<file path="config.mk">
export PLATFORM = sky130hd
export DESIGN_NAME = xop_regfile
export DESIGN_NICKNAME = d
export VERILOG_FILES = /design/src/rtl/xop_pkg.sv /design/src/rtl/xop_fill_ctrl.sv /design/src/rtl/xop_store.sv /design/src/rtl/xop_rd_mux.sv /design/src/rtl/xop_regfile.sv
export SDC_FILE = /design/constraint.sdc
export NUM_CORES = 1
export LEC_CHECK = 0
export BUFFER_PORTS_ARGS = -buffer_cell sky130_fd_sc_hd__buf_4
export CORE_UTILIZATION = 40
export CTS_CLUSTER_DIAMETER = 200
export DETAILED_ROUTE_END_ITERATION = 8
export PLACE_DENSITY = 0.53
export REMOVE_ABC_BUFFERS = 1
export SYNTH_ARGS = -nofsm -noshare
export SYNTH_HDL_FRONTEND = slang
export SYNTH_SLANG_ARGS = --single-unit
</file>
<file path="constraint.sdc">
create_clock -name clk -period 10.7 [get_ports clk]
set_input_delay 3.21 -clock clk [delete_from_list [all_inputs] [get_ports clk]]
set_output_delay 3.21 -clock clk [all_outputs]
set_load 0.01 [all_outputs]
</file>
<file path="src/rtl/xop_pkg.sv">
// Package: shared command encoding for the extra-operand register file.
// Assumes a 2-bit opcode field supplied by the instruction decoder.
package xop_pkg;
    typedef enum logic [1:0] {
        XOP_NOP      = 2'd0,
        XOP_PUT      = 2'd1,
        XOP_PAIR_RST = 2'd2,
        XOP_PAIR_APP = 2'd3
    } xop_cmd_e;
endpackage

</file>
<file path="src/rtl/xop_fill_ctrl.sv">
// Fill controller: owns the fill pointer and the overflow flag, and turns
// one command into up to two write requests for the storage array.
// Assumes DEPTH is a power of two and at least 2.
module xop_fill_ctrl
    import xop_pkg::*;
#(
    parameter int DEPTH = 8,
    parameter int WIDTH = 32,
    localparam int AW   = $clog2(DEPTH),
    localparam int IW   = AW + 1
) (
    input  logic             clk,
    input  logic             rst_n,
    input  xop_cmd_e         op,
    input  logic [WIDTH-1:0] word_a,
    input  logic [WIDTH-1:0] word_b,
    input  logic [AW-1:0]    put_addr,
    output logic             wr0_en,
    output logic [AW-1:0]    wr0_addr,
    output logic [WIDTH-1:0] wr0_data,
    output logic             wr1_en,
    output logic [AW-1:0]    wr1_addr,
    output logic [WIDTH-1:0] wr1_data,
    output logic             ovf
);
    localparam logic [IW:0] LIMIT = (IW+1)'(DEPTH);

    logic [IW-1:0] idx_q;
    logic [IW:0]   idx_plus2;
    logic          has_room;
    logic          app_ok;
    logic          app_drop;

    // Room test: the append pair must end at or before the last entry.
    always_comb begin
        idx_plus2 = {1'b0, idx_q} + (IW+1)'(2);
        has_room  = (idx_plus2 <= LIMIT);
        app_ok    = (op == XOP_PAIR_APP) && has_room;
        app_drop  = (op == XOP_PAIR_APP) && !has_room;
    end

    // Write request steering for the three move kinds.
    always_comb begin
        wr0_en   = 1'b0;
        wr0_addr = '0;
        wr0_data = word_a;
        wr1_en   = 1'b0;
        wr1_addr = '0;
        wr1_data = word_b;
        case (op)
            XOP_PUT: begin
                wr0_en   = 1'b1;
                wr0_addr = put_addr;
            end
            XOP_PAIR_RST: begin
                wr0_en   = 1'b1;
                wr0_addr = AW'(0);
                wr1_en   = 1'b1;
                wr1_addr = AW'(1);
            end
            XOP_PAIR_APP: begin
                wr0_en   = app_ok;
                wr0_addr = idx_q[AW-1:0];
                wr1_en   = app_ok;
                wr1_addr = idx_q[AW-1:0] + AW'(1);
            end
            default: ;
        endcase
    end

    // Fill pointer: restart at 2, advance by 2 on an accepted append.
    always_ff @(posedge clk) begin
        if (!rst_n)                  idx_q <= '0;
        else if (op == XOP_PAIR_RST) idx_q <= IW'(2);
        else if (app_ok)             idx_q <= idx_plus2[IW-1:0];
    end

    // Sticky overflow flag: set by a dropped append, cleared by restart.
    always_ff @(posedge clk) begin
        if (!rst_n)                  ovf <= 1'b0;
        else if (op == XOP_PAIR_RST) ovf <= 1'b0;
        else if (app_drop)           ovf <= 1'b1;
    end

    p_restart_r3: assert property (@(posedge clk) disable iff (!rst_n)
        (op == XOP_PAIR_RST) |=> (idx_q == IW'(2)) && !ovf);

    p_append_r4: assert property (@(posedge clk) disable iff (!rst_n)
        (op == XOP_PAIR_APP && idx_q <= IW'(DEPTH-2)) |=> (idx_q == $past(idx_q) + IW'(2)));

    p_no_overflow_r5: assert property (@(posedge clk) disable iff (!rst_n)
        (op == XOP_PAIR_APP && idx_q > IW'(DEPTH-2)) |=> $stable(idx_q) && ovf);

    p_ovf_sticky_r5: assert property (@(posedge clk) disable iff (!rst_n)
        (ovf && op != XOP_PAIR_RST) |=> ovf);

    p_put_keeps_idx_r2: assert property (@(posedge clk) disable iff (!rst_n)
        (op == XOP_PUT || op == XOP_NOP) |=> $stable(idx_q));

    p_idx_bound_r4: assert property (@(posedge clk) disable iff (!rst_n)
        (idx_q <= IW'(DEPTH)) && !idx_q[0]);
endmodule

</file>
<file path="src/rtl/xop_store.sv">
// Storage array: DEPTH words with two write ports that take effect on the
// clock edge. Assumes the two ports never name the same entry in one cycle.
module xop_store #(
    parameter int DEPTH = 8,
    parameter int WIDTH = 32,
    localparam int AW   = $clog2(DEPTH)
) (
    input  logic                        clk,
    input  logic                        rst_n,
    input  logic                        wr0_en,
    input  logic [AW-1:0]               wr0_addr,
    input  logic [WIDTH-1:0]            wr0_data,
    input  logic                        wr1_en,
    input  logic [AW-1:0]               wr1_addr,
    input  logic [WIDTH-1:0]            wr1_data,
    output logic [DEPTH-1:0][WIDTH-1:0] entries
);
    // One register per entry, each with its own write decode.
    for (genvar e = 0; e < DEPTH; e++) begin : g_entry
        // Entry update: clear on reset, otherwise take whichever port hits it.
        always_ff @(posedge clk) begin
            if (!rst_n)
                entries[e] <= '0;
            else if (wr0_en && wr0_addr == AW'(e))
                entries[e] <= wr0_data;
            else if (wr1_en && wr1_addr == AW'(e))
                entries[e] <= wr1_data;
        end
    end

    p_port_clash_r4: assert property (@(posedge clk) disable iff (!rst_n)
        (wr0_en && wr1_en) |-> (wr0_addr != wr1_addr));

    p_write_lands_r2: assert property (@(posedge clk) disable iff (!rst_n)
        wr0_en |=> (entries[$past(wr0_addr)] == $past(wr0_data)));
endmodule

</file>
<file path="src/rtl/xop_rd_mux.sv">
// Read selector: one combinational multiplexer per accelerator stage port.
// Assumes the address fields are packed port 0 in the low bits.
module xop_rd_mux #(
    parameter int DEPTH    = 8,
    parameter int WIDTH    = 32,
    parameter int RD_PORTS = 2,
    localparam int AW      = $clog2(DEPTH)
) (
    input  logic [DEPTH-1:0][WIDTH-1:0] entries,
    input  logic [RD_PORTS*AW-1:0]      rd_addr,
    output logic [RD_PORTS*WIDTH-1:0]   rd_data
);
    for (genvar p = 0; p < RD_PORTS; p++) begin : g_port
        logic [AW-1:0] sel;
        // Port selection: pick this port's address field and its entry.
        always_comb begin
            sel = rd_addr[p*AW +: AW];
            rd_data[p*WIDTH +: WIDTH] = entries[sel];
        end
    end
endmodule

</file>
<file path="src/rtl/xop_regfile.sv">
// Top: extra-operand register file for an accelerator pipeline. Accepts
// one move command per cycle and serves RD_PORTS combinational reads.
// Assumes DEPTH is a power of two; opcode encoding is in xop_pkg.
module xop_regfile
    import xop_pkg::*;
#(
    parameter int DEPTH    = 8,
    parameter int WIDTH    = 32,
    parameter int RD_PORTS = 2,
    localparam int AW      = $clog2(DEPTH)
) (
    input  logic                      clk,
    input  logic                      rst_n,
    input  logic [1:0]                cmd_op,
    input  logic [WIDTH-1:0]          cmd_a,
    input  logic [WIDTH-1:0]          cmd_b,
    input  logic [AW-1:0]             cmd_addr,
    input  logic [RD_PORTS*AW-1:0]    rd_addr,
    output logic [RD_PORTS*WIDTH-1:0] rd_data,
    output logic                      ovf
);
    xop_cmd_e                 op;
    logic                     wr0_en, wr1_en;
    logic [AW-1:0]            wr0_addr, wr1_addr;
    logic [WIDTH-1:0]         wr0_data, wr1_data;
    logic [DEPTH-1:0][WIDTH-1:0] entries;

    // Opcode decode into the shared command type.
    always_comb op = xop_cmd_e'(cmd_op);

    xop_fill_ctrl #(.DEPTH(DEPTH), .WIDTH(WIDTH)) u_ctrl (
        .clk      (clk),
        .rst_n    (rst_n),
        .op       (op),
        .word_a   (cmd_a),
        .word_b   (cmd_b),
        .put_addr (cmd_addr),
        .wr0_en   (wr0_en),
        .wr0_addr (wr0_addr),
        .wr0_data (wr0_data),
        .wr1_en   (wr1_en),
        .wr1_addr (wr1_addr),
        .wr1_data (wr1_data),
        .ovf      (ovf)
    );

    xop_store #(.DEPTH(DEPTH), .WIDTH(WIDTH)) u_store (
        .clk      (clk),
        .rst_n    (rst_n),
        .wr0_en   (wr0_en),
        .wr0_addr (wr0_addr),
        .wr0_data (wr0_data),
        .wr1_en   (wr1_en),
        .wr1_addr (wr1_addr),
        .wr1_data (wr1_data),
        .entries  (entries)
    );

    xop_rd_mux #(.DEPTH(DEPTH), .WIDTH(WIDTH), .RD_PORTS(RD_PORTS)) u_rd (
        .entries (entries),
        .rd_addr (rd_addr),
        .rd_data (rd_data)
    );

    p_nop_quiet_r7: assert property (@(posedge clk) disable iff (!rst_n)
        (cmd_op == 2'd0) |=> $stable(entries) && $stable(ovf));

    p_drop_quiet_r5: assert property (@(posedge clk) disable iff (!rst_n)
        (cmd_op == 2'd3 && !wr0_en) |=> $stable(entries));
endmodule

</file>
# Word-level counts from Yosys, hierarchy flattened
# Index checks and enable logic that the tools add are counted.
[totals] ff_bits=261 in_bits=77 output_inout_bits=65 elab_cells=92
[op_classes] n_addsub=2 order_cmp=3 eq_ne=17 mux=26 bitwise=1 n_reduce_logical=32
[ops] cell="32-bit two-way mux" n=18
[ops] cell="32-bit binary-select mux with 3-bit select" n=2
[ops] cell="3-bit == test (second input constant)" n=8
[ops] cell="1-bit logical AND" n=18
[ops] cell="2-bit nonzero test" n=9
[ops] cell="3-bit by 2-bit == test with 1-bit output (second input constant)" n=4
[ops] cell="3-bit case mux with 2 select lines" n=2
[ops] cell="3-bit by 4-bit less-than comparator with 1-bit output (second input constant)" n=2
[ops] cell="3-bit by 1-bit == test with 1-bit output (second input constant)" n=2
[ops] cell="3-bit logical NOT" n=2
[ops] cell="4-bit by 2-bit adder with 5-bit output (second input constant)" n=1
[ops] cell="5-bit by 4-bit less-or-equal comparator with 1-bit output (second input constant)" n=1
[ops] cell="2-bit == test (second input constant)" n=2
[ops] cell="2-bit two-way mux" n=2
[ops] cell="1-bit case mux with 2 select lines" n=2
[ops] cell="2-bit OR reduction" n=2
[ops] cell="3-bit by 1-bit adder with 3-bit output (second input constant)" n=1
[ops] cell="2-bit by 1-bit == test with 1-bit output (second input constant)" n=1
[ops] cell="1-bit logical NOT" n=1
[ops] cell="1-bit inverter" n=1

# Logic depth before layout (Yosys ltp)
# Gate-level depths: netlist of run 1.
[depth] ltp_word=7 depth_mapped=9 ltp_nobuf=6

# Modules after synthesis
# From an unflattened synthesis of run 1, not the netlist that was laid out.
[unflattened] hier_cells=1819 area_unflattened_um2=16113.0
[by_module_without_submodules] mod="xop_store" n_inst=1 cells_per_inst=1483 area_per_inst_um2=11099.4
[by_module_without_submodules] mod="xop_rd_mux" n_inst=1 cells_per_inst=228 area_per_inst_um2=4152.7
[by_module_without_submodules] mod="xop_fill_ctrl" n_inst=1 cells_per_inst=108 area_per_inst_um2=860.8

# Least setup slack after synthesis of run 1
# Ideal clock, no wire load.
[synth_timing] kind="input -> output" startpoint="in rd_addr[3]" endpoint="out rd_data[60]" t_arrival_ps=4778 setup_slack_ps=2712 path_stages=4 path_buffers=2 cell_sequence="clkbuf_1 -> buf_1 -> mux4_2 -> mux2_2"
[synth_via] elab_chain_cells=2
[synth_lines] element="from (decl)" line="xop_regfile.sv:18" rtl="input logic [RD_PORTS*AW-1:0] rd_addr,"
[synth_lines] element="32-bit binary-select mux with 3-bit select" line="xop_rd_mux.sv:18" rtl="rd_data[p*WIDTH +: WIDTH] = entries[sel];"
[synth_lines] element="32-bit two-way mux (not written as such)" line="xop_rd_mux.sv:18"
[synth_lines] element="to (decl)" line="xop_regfile.sv:19" rtl="output logic [RD_PORTS*WIDTH-1:0] rd_data,"
# Every way passes these cells. The select of a mux whose other input is x is not followed.

# Worst setup path after layout of run 1
[layout_timing] startpoint="in rd_addr[0]" endpoint="out rd_data[9]"
# The elaborated chain is that of the path after synthesis.

==> out/metrics.csv, run 1 <==
stage,metric,value,unit
outcome,outcome,finished clean,
floorplanning,dieArea,0.03955,mm²
min_path,min_path_cells,2,
clock_network,worstSkewPairLatency,0.57,ns
yosys,synth_cell_types,51,
critical_path,rr_worst_depth,6,
yosys,synthFlopType,dfxtp_1,
layout,drive_gt1_frac,0.2655,
drt,wirelength,59.57,mm
drt,routedWlPerCell,27.46,µm
yosys,synthXorXnorAreaFrac,0.0005649,
clock_network,numCtsBuffers,31,
floorplanning,die_w,198.9,µm
timing,rsz0062_at_grt,no,
drt,drt_iter0_markers,1357,
yosys,synthesis.area,0.01550,mm²
yosys,synth_top_area_share,0.3357,
timing,slew_headroom,0.1559,
floorplanning,core,0.03793,mm²
yosys,yosysSeqAreaShare,0.3357,
clock_network,post_cts_resized,0,
power_and_ir_drop,power_density,143.4,mW/mm²
yosys,synth_simple_gate_area_frac,0.1132,
yosys,synthMuxAreaShare,0.2331,
clock_network,post_cts_buffers,0,
yosys,ys_warn_count,0,
yosys,synth.area.top_cells,"dfxtp_1 34%, mux4_2 19%, o31ai_1 6.2%",
yosys,ys_async_sr_fraction,0,
timing,skew,0.006879,ns
critical_path,crit_arrival,5.30,ns
global_route,overflow,0,
power_and_ir_drop,ir_drop,0.1449,mV
timing,timing.final.max_slew_violations,0,
clock_network,cts_tree,yes,
clock_network,clk_pin_slew,0.06,ns
layout,final_cell_mix,"260 x dfxtp_1, 194 x nand2_1, 176 x buf_4",
timing,hold_violations,0,
yosys,synthCells,1648,
timing,finalSetupTns,0,ns
layout,mostFrequentLayoutCell,dfxtp_1,
place,postPlaceCellArea,0.01658,mm²
yosys,ys_ff_latch,260,
layout,final_area,0.01764,mm²
critical_path,required,7.49,ns
job,drv_cap,0,
clock_network,clock_path_buffers,3,
yosys,avgSynthCellArea,9.408,µm²
global_route,first_global_vias,14070,
floorplanning,start_util,0.4087,
global_route,grt_max_degree,220,
drt,drc_errors,0,
yosys,synth_compound_area_frac,0.2472,
clock_network,cts_num_sinks,260,
place,portBuffers,141,
clock_network,cts_max_level,1,
critical_path,worstSetupStartpointType,input pin,
min_path,min_path_type,reg2reg,
drt,vias_per_cell,6.571,
global_route,grtUsageTotal,0.3009,
yosys,synth_fa_ha_area_frac,0.004842,
timing,worst_pin_slew,1.262,ns
critical_path,critPathKind,in2out,
place,gp_congestion,0.7979,
layout,finalNetCount,1716,
timing,period_needed,8.506,ns
clock_network,cts_hold_buf,0,
drt,ant_nets,0,
power_and_ir_drop,p_leak,5.877,nW
timing,fin_crit_sh,0.7949,
clock_network,root_buffer,clkbuf_16,
floorplanning,die_h,198.9,µm
critical_path,crit_fanout,37,
place,dpl.hpwl,31.76,mm
drt,firstDrtPassIters,7,
global_route,antenna_found_initial,0,
critical_path,critPathCaptureType,primary output,
yosys,synth-edff-count,0,
layout,n_fill_cell,3599,
timing,fmax,117.6,MHz
yosys,yosysTopAreaCell,dfxtp_1,
layout,area_growth,13.78,%
floorplanning,row_count,71,
timing,holdWs,0.4795,ns
global_route,grt_pass1_wl,89.71,mm
drt,route.vias.total,14250,
floorplanning,boundaryPins,142,
yosys,synth_top_family_by_area,compound AO/OA/AOI/OAI gates,
timing,setup_viol,0,
## registers in the layout, indices dropped and copies added, names as in the netlist
register,count
u_ctrl.idx_q,3
u_ctrl.ovf,1
u_store.entries,256
## power breakdown
part,total (mW),switching [mW],leakage (nW),internal (mW)
Combinational,0.392,0.246,3.24,0.147
Sequential,1.03,0.0275,2.11,1.00
Clock,1.11,0.445,0.524,0.663
## critical path: stages
cell and delay (ns):
buf_4 0.60, buf_4 0.43, mux4_2 0.55, mux2_2 0.29, buf_4 0.15
## metal layers
layer | wire [µm] | vias up | share of wire | GRT usage
met4 | 2024 | 0 | 0.034 | 0.1120
met5 | 0 | - | 0 | 0
met1 | 25310 | 7181 | 0.42 | 0.4139
met3 | 4566 | 135 | 0.077 | 0.03594
li1 | - | 6246 | - | -
met2 | 27660 | 690 | 0.46 | 0.4836
## synth_stat cells (3+ instances only)
library cell and instances:
o31ai_1 128, a21boi_1 55, ha_1 6, inv_1 5, mux2_2 64, a31oi_1 129
buf_6 6, buf_4 3, buf_2 64, dfxtp_1 260, buf_1 11, nand2_1 194
clkbuf_1 141, a21boi_0 73, nand3_1 163, nand2b_1 7, nor2_1 5, o21ai_1 6
o21ai_0 156, and2_1 3, mux4_2 128
## through the flow
stage	total power, mW	util	cells	worst slack [ns]
finish	2.530	0.4651	2169	2.194
global route	2.607	0.4650	2168	2.076
CTS	2.535	0.4650	2168	2.153
detailed placement	1.438	0.4372	2111	2.161
global placement	1.433	0.4372	2111	2.187
floorplan	1.230	-	1422	1.840
## worst paths after layout
| kind | to | from | slack, ns |
|---|---|---|---|
| max | rd_data[9] | rd_addr[0] | 2.19 |
| min reg2reg | u_ctrl.ovf | u_ctrl.ovf | 0.48 |
| max reg2reg | u_store.entries[171] | u_ctrl.idx_q[2] | 6.53 |
| min | u_ctrl.ovf | u_ctrl.ovf | 0.48 |
## cell type report
| type | instances | area [µm²] | share of cell area |
|---|---|---|---|
| Antenna cell | 1 | 2.502 | 0.0001418 |
| Clock inverter | 11 | 132.6 | 0.007518 |
| Inverter | 5 | 18.77 | 0.001064 |
| Sequential cell | 260 | 5205 | 0.2950 |
| Clock buffer | 46 | 922.1 | 0.05227 |
| Multi-Input combinational cell | 1157 | 9369 | 0.5311 |
| Tap cell | 511 | 639.4 | 0.03624 |
| Timing Repair Buffer | 178 | 1353 | 0.07667 |
## cells by family after synthesis
group	Yosys count
AOI/OAI and AO/OA	570
xor gates and xnor gates	1
adders and majority gates	6
buffers and inverters	231
DFF	260
muxes	193
and+or+nand+nor	387
Power figures use the tool's default switching activity.
==> run 2, diff against run 1 <==
- ABC_AREA: unset -> 1
- PLACE_DENSITY: 0.53 -> 0.55
- clock period: 10.7 -> 6.8 ns (I/O delays scaled with it)
==> out/metrics.csv, run 2 <==
stage,metric,value,unit
outcome,outcome,finished clean,
power_and_ir_drop,p_leak,7.637,nW
critical_path,crit_end,rd_data[14],
yosys,synth_most_common_cell,a21oi_1,
timing,finalSetupTns,0,ns
layout,diodes,0,
yosys,synthFlopType,dfxtp_1,
clock_network,cts_tree,yes,
yosys,ys_ff_latch,260,
layout,reg_top3,"u_store.entries x256, u_ctrl.idx_q x3, u_ctrl.ovf x1",
timing,fin_crit_sh,0.8584,
critical_path,cpMostUsedCell,buf_4,
place,portBuffers,141,
floorplanning,core,0.03910,mm²
timing,worst_pin_slew,1.129,ns
job,drv_cap,0,
global_route,grtUsageTotal,0.3075,
timing,fmax,171.3,MHz
floorplanning,row_count,72,
layout,mostFrequentLayoutCell,a21oi_1,
critical_path,slowest_delay,0.33,ns
place,gp_congestion,0.8211,
critical_path,r2r-start,u_ctrl.idx_q[2],
min_path,min_path_type,reg2reg,
critical_path,crit_fanout,35,
drt,ant_nets,0,
floorplanning,die_w,202.2,µm
critical_path,critPathCaptureType,primary output,
floorplanning,boundaryPins,142,
floorplanning,die_h,202.2,µm
drt,vias_per_cell,5.820,
min_path,min_from,u_store.entries[78],
timing,hold_violations,0,
clock_network,post_cts_buffers,0,
floorplanning,start_util,0.4099,
critical_path,worstSetupStartpointType,input pin,
layout,final_util,0.4649,
critical_path,r2r_slack,3.38,ns
clock_network,clock_path_buffers,3,
layout,final_cell_mix,"420 x a21oi_1, 369 x nand2_1, 355 x o21ai_0",
yosys,synthesis.area,0.01603,mm²
yosys,synth.area.top_cells,"dfxtp_1 32%, a21oi_1 13%, o21ai_0 11%",
layout,n_fill_cell,4184,
timing,skew,0.009674,ns
yosys,avgSynthCellArea,6.111,µm²
drt,drt_iter0_markers,1834,
timing,slew_headroom,0.2477,
yosys,synth-edff-count,0,
yosys,synth_commonest_cells,"420 x a21oi_1, 370 x nand2_1, 355 x o21ai_0",
clock_network,clk_pin_slew,0.05,ns
yosys,yosysSeqAreaShare,0.3247,
clock_network,root_buffer,clkbuf_16,
global_route,antenna_found_initial,0,
critical_path,r2r_end,u_store.entries[43],
layout,finalNetCount,2668,
global_route,grt_max_degree,104,
clock_network,cts_hold_buf,0,
power_and_ir_drop,power_density,223.8,mW/mm²
drt,routedWlPerCell,20.68,µm
critical_path,crit_path_start,rd_addr[0],
drt,drc_errors,0,
min_path,min_path_cells,2,
timing,period_needed,5.837,ns
clock_network,post_cts_resized,0,
critical_path,critPathKind,in2out,
clock_network,cts_num_sinks,260,
timing,setup_viol,0,
clock_network,worstSkewPairLatency,0.52,ns
drt,firstDrtPassIters,6,
critical_path,rr_worst_depth,11,
yosys,ys_async_sr_fraction,0,
floorplanning,dieArea,0.04087,mm²
power_and_ir_drop,ir_drop,0.1258,mV
critical_path,crit_arrival,3.80,ns
layout,largest_reg_flops,256,
timing,timing.final.max_slew_violations,0,
yosys,yosysTopAreaCell,dfxtp_1,
timing,holdWs,0.4619,ns
yosys,synth_top_area_share,0.3247,
place,dpl.hpwl,37.29,mm
layout,top_register,u_store.entries,
global_route,grt_pass1_wl,98.35,mm
power_and_ir_drop,p_total,4.067,mW
clock_network,numCtsBuffers,34,
yosys,ys_warn_count,0,
drt,route.vias.total,18180,
clock_network,cts_max_level,2,
drt,wirelength,64.60,mm
global_route,first_global_vias,16660,
critical_path,slowest_stage,buf_4,
place,postPlaceCellArea,0.01710,mm²
yosys,synth_cell_types,28,
layout,final_area,0.01818,mm²
critical_path,path_cells,buf_4 -> inv_4 -> buf_4 -> buf_4 -> a21oi_1 -> o21ai_0 -> a31oi_1 -> buf_4,
yosys,synthCells,2623,
critical_path,required,4.76,ns
layout,drive_gt1_frac,0.1055,
global_route,overflow,0,
layout,area_growth,13.41,%
timing,rsz0062_at_grt,no,
[run 2: stage by stage]
stage	instances	setup WS (ns)
floorplan	2361	-3.092
global placement	3067	1.075
detailed placement	3067	0.9921
CTS	3124	0.9955
global route	3124	0.7983
finish	3124	0.9626
[run 2: worst max-delay path: cells and delay by family]
| kind | cells | cell delay (ns) |
|---|---|---|
| buffers and inverters | 5 | 1.25 |
| AO/OA/AOI/OAI | 3 | 0.45 |
[run 2: final cells by class]
| cell class | instances | area [µm²] | share of cell area |
|---|---|---|---|
| multi-input combinational | 1822 | 8710 | 0.4791 |
| tap | 518 | 648.1 | 0.03566 |
| clock buffer | 51 | 1018 | 0.05603 |
| inverter | 279 | 1055 | 0.05803 |
| clock inverter | 6 | 55.05 | 0.003029 |
| sequential | 260 | 5205 | 0.2863 |
| timing repair buffer | 188 | 1486 | 0.08177 |
[run 2: worst min path at each step]
stage / endpoint / slack [ns]
finish: u_store.entries[78] / 0.46
global route: u_store.entries[202] / 0.47
CTS: u_store.entries[217] / 0.46
detailed placement: u_store.entries[78] / 0.46
global placement: u_store.entries[201] / 0.45
floorplan: u_store.entries[192] / 0.44
[run 2: kinds of logic (layout without fill, tap and decap cells)]
| kind of cell | after synthesis | count (layout) | share of synthesized area |
|---|---|---|---|
| AO/OA/AOI/OAI | 907 | 907 | 0.2895 |
| adder cells (fa/ha/maj) | 6 | 6 | 0.004684 |
| buffers and inverters | 541 | 524 | 0.1342 |
| flip-flops | 260 | 260 | 0.3247 |
| AND/OR/NAND/NOR | 909 | 909 | 0.2468 |
[run 2: metal layers]
metal | wire length [µm] | vias up | GRT usage
met1 | 28770 | 8565 | 0.4325
met5 | 0 | - | 0
met2 | 28630 | 859 | 0.4854
li1 | - | 8651 | -
met4 | 1451 | 0 | 0.08808
met3 | 5750 | 107 | 0.04579
[run 2: power breakdown]
group / total, mW / switching [mW] / internal, mW
sequential: 1.59 / 0.0266 / 1.57
clock: 1.77 / 0.705 / 1.07
combinational: 0.700 / 0.484 / 0.216
